[src/rtl/stopctl_pkg.sv]
`timescale 1ns/1ps
package stopctl_pkg;

    localparam int CTL_W = 4;
    localparam int SEL_W = 3;
    localparam int DIV_W = (1 << SEL_W) - 1;

    typedef enum logic [1:0] {
        ST_RUN    = 2'd0,
        ST_STOP   = 2'd1,
        ST_STAB   = 2'd2,
        ST_RESUME = 2'd3
    } wake_state_e;

    typedef struct packed {
        logic osc_en;
        logic clk_gate_en;
        logic xin_low;
        logic xout_high;
        logic resume;
        logic in_stop;
    } pin_ctl_t;

    // Divider tap index taken from the upper bits of the prescale code.
    function automatic logic [SEL_W-1:0] tap_of(input logic [CTL_W-1:0] code);
        return SEL_W'(code >> (CTL_W - SEL_W));
    endfunction

    // Low-order ones mask: the tick fires when these divider bits are all set.
    function automatic logic [DIV_W-1:0] tap_mask(input logic [SEL_W-1:0] k);
        logic [DIV_W-1:0] m;
        for (int i = 0; i < DIV_W; i++) begin
            m[i] = (i < int'(k));
        end
        return m;
    endfunction

    function automatic pin_ctl_t decode_pins(input wake_state_e s);
        pin_ctl_t p;
        p.osc_en      = (s != ST_STOP);
        p.clk_gate_en = (s == ST_RUN) || (s == ST_RESUME);
        p.xin_low     = (s == ST_STOP);
        p.xout_high   = (s == ST_STOP);
        p.resume      = (s == ST_RESUME);
        p.in_stop     = (s == ST_STOP) || (s == ST_STAB);
        return p;
    endfunction

endpackage

[src/rtl/stopctl_prescaler.sv]
`timescale 1ns/1ps
module stopctl_prescaler
    import stopctl_pkg::*;
(
    input  logic             clk,
    input  logic             rst,
    input  logic             clr,
    input  logic             run,
    input  logic [SEL_W-1:0] sel,
    output logic             tick
);

    logic [DIV_W-1:0] div_q;
    logic [DIV_W-1:0] mask;

    assign mask = tap_mask(sel);
    assign tick = run && ((div_q & mask) == mask);

    always_ff @(posedge clk) begin
        if (rst || clr) begin
            div_q <= '0;
        end else if (run) begin
            div_q <= div_q + 1'b1;
        end
    end

    // the divider starts every settle interval from zero
    a_r6_div_cleared: assert property (@(posedge clk) disable iff (rst)
        clr |=> (div_q == '0));

endmodule

[src/rtl/stopctl_settle_cnt.sv]
`timescale 1ns/1ps
module stopctl_settle_cnt #(
    parameter int CNT_W = 8
) (
    input  logic clk,
    input  logic rst,
    input  logic clr,
    input  logic tick,
    output logic ovf
);

    localparam logic [CNT_W-1:0] TOP = '1;

    logic [CNT_W-1:0] cnt_q;

    assign ovf = tick && (cnt_q == TOP);

    always_ff @(posedge clk) begin
        if (rst || clr) begin
            cnt_q <= '0;
        end else if (tick) begin
            cnt_q <= cnt_q + 1'b1;
        end
    end

    // counter restarts at zero on entry, so no early carry is possible
    a_r6_clear_on_entry: assert property (@(posedge clk) disable iff (rst)
        clr |=> (cnt_q == '0) && !ovf);

endmodule

[src/rtl/stopctl_fsm.sv]
`timescale 1ns/1ps
module stopctl_fsm
    import stopctl_pkg::*;
#(
    parameter int RESUME_SLOTS = 2
) (
    input  logic        clk,
    input  logic        rst,
    input  logic        stop_req,
    input  logic        ext_irq,
    input  logic        ovf,
    output wake_state_e state,
    output logic        start_stab,
    output logic        latch_sel
);

    localparam int SLOT_W = (RESUME_SLOTS > 1) ? $clog2(RESUME_SLOTS) : 1;
    localparam logic [SLOT_W-1:0] LAST = SLOT_W'(RESUME_SLOTS - 1);

    wake_state_e      state_q, state_d;
    logic [SLOT_W-1:0] slot_q;

    assign state = state_q;

    always_comb begin
        state_d    = state_q;
        start_stab = 1'b0;
        latch_sel  = 1'b0;
        unique case (state_q)
            ST_RUN: begin
                if (stop_req) begin
                    state_d   = ST_STOP;
                    latch_sel = 1'b1;
                end
            end
            ST_STOP: begin
                if (ext_irq) begin
                    state_d    = ST_STAB;
                    start_stab = 1'b1;
                end
            end
            ST_STAB: begin
                if (ovf) state_d = ST_RESUME;
            end
            ST_RESUME: begin
                if (slot_q == LAST) state_d = ST_RUN;
            end
            default: state_d = ST_RUN;
        endcase
    end

    always_ff @(posedge clk) begin
        if (rst) begin
            state_q <= ST_RUN;
            slot_q  <= '0;
        end else begin
            state_q <= state_d;
            if (state_q == ST_RESUME && slot_q != LAST) begin
                slot_q <= slot_q + 1'b1;
            end else begin
                slot_q <= '0;
            end
        end
    end

    // an accepted request enters stop
    a_r2_enter_stop: assert property (@(posedge clk) disable iff (rst)
        (state_q == ST_RUN && stop_req) |=> (state_q == ST_STOP));
    // stop is held without a wake event
    a_r3_stop_holds: assert property (@(posedge clk) disable iff (rst)
        (state_q == ST_STOP && !ext_irq) |=> (state_q == ST_STOP));
    // an interrupt alone never moves the running block
    a_r4_irq_ignored: assert property (@(posedge clk) disable iff (rst)
        (state_q == ST_RUN && !stop_req) |=> (state_q == ST_RUN));
    // interrupt in stop starts settling
    a_r5_wake_to_stab: assert property (@(posedge clk) disable iff (rst)
        (state_q == ST_STOP && ext_irq) |=> (state_q == ST_STAB));
    // resume is only reached by a counter overflow
    a_r8_resume_after_ovf: assert property (@(posedge clk) disable iff (rst)
        (state_q == ST_RESUME && $past(state_q) == ST_STAB) |-> $past(ovf));
    // no stop entry straight out of the resume window
    a_r9_no_restop: assert property (@(posedge clk) disable iff (rst)
        (state_q == ST_RESUME) |=> (state_q != ST_STOP));
    // reset always lands in run
    a_r10_reset_to_run: assert property (@(posedge clk)
        rst |=> (state_q == ST_RUN));

endmodule

[src/rtl/stopctl_wake.sv]
`timescale 1ns/1ps
module stopctl_wake
    import stopctl_pkg::*;
#(
    parameter int CNT_W        = 8,
    parameter int RESUME_SLOTS = 2
) (
    input  logic             clk,
    input  logic             rst,
    input  logic             stop_req,
    input  logic             ext_irq,
    input  logic [CTL_W-1:0] ckctlr,
    output logic             osc_en,
    output logic             clk_gate_en,
    output logic             xin_force_low,
    output logic             xout_force_high,
    output logic             cpu_resume,
    output logic             in_stop
);

    wake_state_e      state;
    logic             start_stab;
    logic             latch_sel;
    logic             tick;
    logic             ovf;
    logic [SEL_W-1:0] sel_q;
    pin_ctl_t         pins;

    stopctl_fsm #(.RESUME_SLOTS(RESUME_SLOTS)) u_fsm (
        .clk        (clk),
        .rst        (rst),
        .stop_req   (stop_req),
        .ext_irq    (ext_irq),
        .ovf        (ovf),
        .state      (state),
        .start_stab (start_stab),
        .latch_sel  (latch_sel)
    );

    // Prescale tap captured at the stop request
    always_ff @(posedge clk) begin
        if (rst) begin
            sel_q <= '0;
        end else if (latch_sel) begin
            sel_q <= tap_of(ckctlr);
        end
    end

    stopctl_prescaler u_pre (
        .clk  (clk),
        .rst  (rst),
        .clr  (start_stab),
        .run  (state == ST_STAB),
        .sel  (sel_q),
        .tick (tick)
    );

    stopctl_settle_cnt #(.CNT_W(CNT_W)) u_cnt (
        .clk  (clk),
        .rst  (rst),
        .clr  (start_stab),
        .tick (tick),
        .ovf  (ovf)
    );

    assign pins            = decode_pins(state);
    assign osc_en          = pins.osc_en;
    assign clk_gate_en     = pins.clk_gate_en;
    assign xin_force_low   = pins.xin_low;
    assign xout_force_high = pins.xout_high;
    assign cpu_resume      = pins.resume;
    assign in_stop         = pins.in_stop;

    // captured tap cannot change outside the run state
    a_r7_sel_hold: assert property (@(posedge clk) disable iff (rst)
        (state != ST_RUN) |=> $stable(sel_q));

endmodule

[config.mk]
export PLATFORM = sky130hd
export DESIGN_NAME = stopctl_wake
export DESIGN_NICKNAME = d
export VERILOG_FILES = /design/src/rtl/stopctl_pkg.sv /design/src/rtl/stopctl_prescaler.sv /design/src/rtl/stopctl_settle_cnt.sv /design/src/rtl/stopctl_fsm.sv /design/src/rtl/stopctl_wake.sv
export SDC_FILE = /design/constraint.sdc
export NUM_CORES = 1
export LEC_CHECK = 0
export ABC_AREA = 1
export BUFFER_PORTS_ARGS = -buffer_cell sky130_fd_sc_hd__buf_2
export CORE_ASPECT_RATIO = 1.2
export CORE_UTILIZATION = 56
export DETAILED_ROUTE_END_ITERATION = 12
export GPL_TIMING_DRIVEN = 0
export PLACE_DENSITY_LB_ADDON = 0.05
export SYNTH_ARGS = -nofsm -noshare
export SYNTH_HDL_FRONTEND = slang
export SYNTH_HIERARCHICAL = 1
export SYNTH_SLANG_ARGS = --single-unit
[constraint.sdc]
create_clock -name clk -period 2.4 [get_ports clk]
set_input_delay 0 -clock clk [delete_from_list [all_inputs] [get_ports clk]]
set_output_delay 0 -clock clk [all_outputs]
set_load 0.005 [all_outputs]
==> impl_metrics.py <==
metrics = {
    "outcome": {
        "status": "finished, final reports clean",
    },
    "global_route": {
        "grt_pass1_wl_um": 3600,
        "overflow": 0,
        "first_global_vias": 890,
        "antenna_found_initial": 0,
        "grt_max_degree": 12,
        "grt_usage_pct": 21.1,
    },
    "die": {
        "dieArea_mm2": 0.00234,
        "die_width_um": 44.3,
        "fp.coreArea_mm2": 0.00205,
        "placementRows": 18,
        "initial_core_util_pct": 58.8,
        "io_pins": 14,
        "die_height_um": 52.8,
    },
    "synth": {
        "synth-seq-cells": 21,
        "synth_area_mm2": 0.00120,
        "synth.avg_cell_area_um2": 6.73,
        "ys_warn_count": 6,
        "syn_inst": 179,
        "yosysSeqAreaShare_pct": 34.9,
        "syn_nets": 198,
        "synth.distinct_cells": 16,
    },
    "route": {
        "vias": 1065,
        "met2_length_um": 1150,
        "topRoutingLayerUsed": "met4",
        "wl_met1_um": 1030,
        "detail_route.drc_violations": 0,
        "drtAntennaViolNets": 0,
        "dr_wl_met3_um": 39,
        "drt-initial-drc-count": 27,
        "routedWlPerCell_um": 9.69,
        "viasPerCell": 4.57,
        "routed_wl_um": 2260,
        "first_pass_iters": 4,
    },
    "sta": {
        "finalHoldViolations": 0,
        "timing.fmax_ghz": 0.457,
        "fin_ws_ps": 210,
        "setup_viol": 0,
        "skew_ps": 10.3,
        "rsz0062_at_grt": "no",
        "hold_ws_ps": 142,
        "finalCritPeriodShare_pct": 91.2,
        "finalMaxSlewViolations": 0,
        "slew_headroom_pct": 67.7,
        "tightest_slew_ps": 483,
        "finalWorstPathRequiredPeriod_ps": 2190,
    },
    "cts": {
        "clockBufferDepth": 2,
        "cts_tree": "yes",
        "clkLatencyLatePin_ps": 300,
        "numCtsBuffers": 3,
        "htreeDepth": 1,
        "cts.sinks": 21,
        "clockRootBuffer": "clkbuf_4",
        "clkTransAtPathRegs_ps": 120,
    },
    "critical_path": {
        "crit_fanout": 6,
        "endpoint_kind": "flop",
        "required_ps": 2600,
        "critical_path_class": "reg -> reg",
        "cp-start-kind": "flop",
        "r2r_slack_ps": 210,
        "arrival_ps": 2390,
    },
    "power_and_ir_drop": {
        "power.total_w": 0.00108,
        "switching_share_pct": 37.6,
        "clkPwrFrac_pct": 15.9,
        "ir_drop_mv": 0.506,
        "power.share.combinational_pct": 42.2,
        "leakagePower_nw": 0.707,
        "p_per_area_mw_per_mm2": 749,
        "p_switching_w": 0.000405,
        "p_int_w": 0.000672,
        "power_frac_seq_pct": 41.9,
    },
    "placed_design": {
        "hpwlAfterDp_um": 1680,
        "port_buffers": 12,
        "dp_worst_setup_slack_ps": -158,
        "dp_cells": 221,
        "place.gp.congestion": 0.832,
    },
    "cells_and_area": {
        "fin_cells": 233,
        "areaGrowthSynthToFinish_pct": 19.3,
        "layout.nets": 223,
        "antenna_cells": 0,
        "post-route-util_pct": 70.1,
        "final_layout_size_suffix_gt1_share_pct": 18.7,
        "fill_cells": 168,
    },
    "worst_hold_path": {
        "hold_class": "in -> reg",
    },
    "flow_run": {
        "cap_violations": 0,
    },
}
==> per-stage QoR <==
step           area (um^2)  setup TNS, ps
3_3_place_gp          1300           -121
3_5_place_dp          1300           -308
4_1_cts               1380              0
2_1_floorplan         1200              0
5_1_grt               1440              0
6_report              1440              0
==> per-layer routing <==
metal | track usage, % | vias to the layer above
met2 | 35.3 | 14
met1 | 24.7 | 462
met3 | 4.14 | 4
met4 | 11.6 | 0
met5 | 0 | -
li1 | - | 585
==> logic make-up after synthesis <==
kind of cell,after synthesis,synth area share [%]
simple gates,88,32.6
buf+inv,38,12.1
compound gates,21,8.93
flops,21,34.9
fa+ha+maj,11,11.4
==> worst paths after layout <==
kind                       start  cells past startpoint              to
setup / recovery  u_fsm/state[0]                     19  u_fsm/state[0]
setup reg to reg  u_fsm/state[0]                     19  u_fsm/state[0]
hold reg to reg   u_cnt/cnt_q[0]                      1  u_cnt/cnt_q[0]
hold / removal           ext_irq                      6  u_pre/div_q[6]
==> registers in the layout, indices dropped and copies added (netlist names) <==
signal	count
u_pre/div_q	7
u_fsm/slot_q	1
sel_q	3
u_fsm/state	2
u_cnt/cnt_q	8
==> final cells by class <==
class	instances	area [um^2]	share of cell area (%)
clock buffers	4	26.3	1.83
flip-flops and latches	21	428	29.8
multi-input cells	120	669	46.6
plain buffers	1	7.51	0.522
well taps	30	37.5	2.61
inverters	37	139	9.66
repair buffers	20	130	9.05
==> power groups by stage <==
stage | Clock, W | Sequential [W] | Combinational [W]
floorplan | 0 | 0.000444 | 0.000288
global placement | 0 | 0.000457 | 0.000366
detailed placement | 0 | 0.000463 | 0.000383
CTS | 0.000176 | 0.000459 | 0.000392
global route | 0.000195 | 0.000457 | 0.000520
finish | 0.000172 | 0.000451 | 0.000454
==> cells in the final DEF, fill, tap and decap left out, drive strengths merged <==
cell type and instances:
buf 17, dfxtp 21, dlygate4sd3 4, ha 11
nor2 31, nand2 50, o21ai 8, a21oi 12
a21boi 1, nand4 1, nor3 3, clkbuf 4
nand3 3, inv 37
==> timing repair <==
| item | 4_1_cts | 5_1_grt |
|---|---|---|
| resized for setup | 3 | 7 |
| pin swaps | 0 | 1 |
| setup buffers | 0 | 4 |
| hold buffers | 4 | 0 |
| hold endpoints to repair | 5 | 0 |
| setup endpoints to repair | 2 | 2 |
==> critical path: stages (launching register included) <==
cell	delay (ps)
dfxtp_4	370
inv_1	90
ha_4	160
nand2_1	60
inv_1	70
nand2_1	70
nand2_1	70
nand2_1	90
a21oi_4	190
nand2_2	100
nor2_4	140
nand2_1	90
nor3_2	120
inv_1	60
nand2_1	70
nand2_2	70
nor2_4	130
nand2_1	60
nand2_1	50
nor2_1	40
==> cells in the mapped netlist (all sizes together) <==
cell,n,area [um^2]
a21boi,1,7.51
a21oi,12,60.1
buf,1,7.51
dfxtp,21,420
ha,11,138
inv,37,139
nand2,50,203
nand3,3,15.0
nand4,1,6.26
nor2,31,149
nor3,3,20.0
o21ai,8,40.0
(Power assumes the default switching activity.)
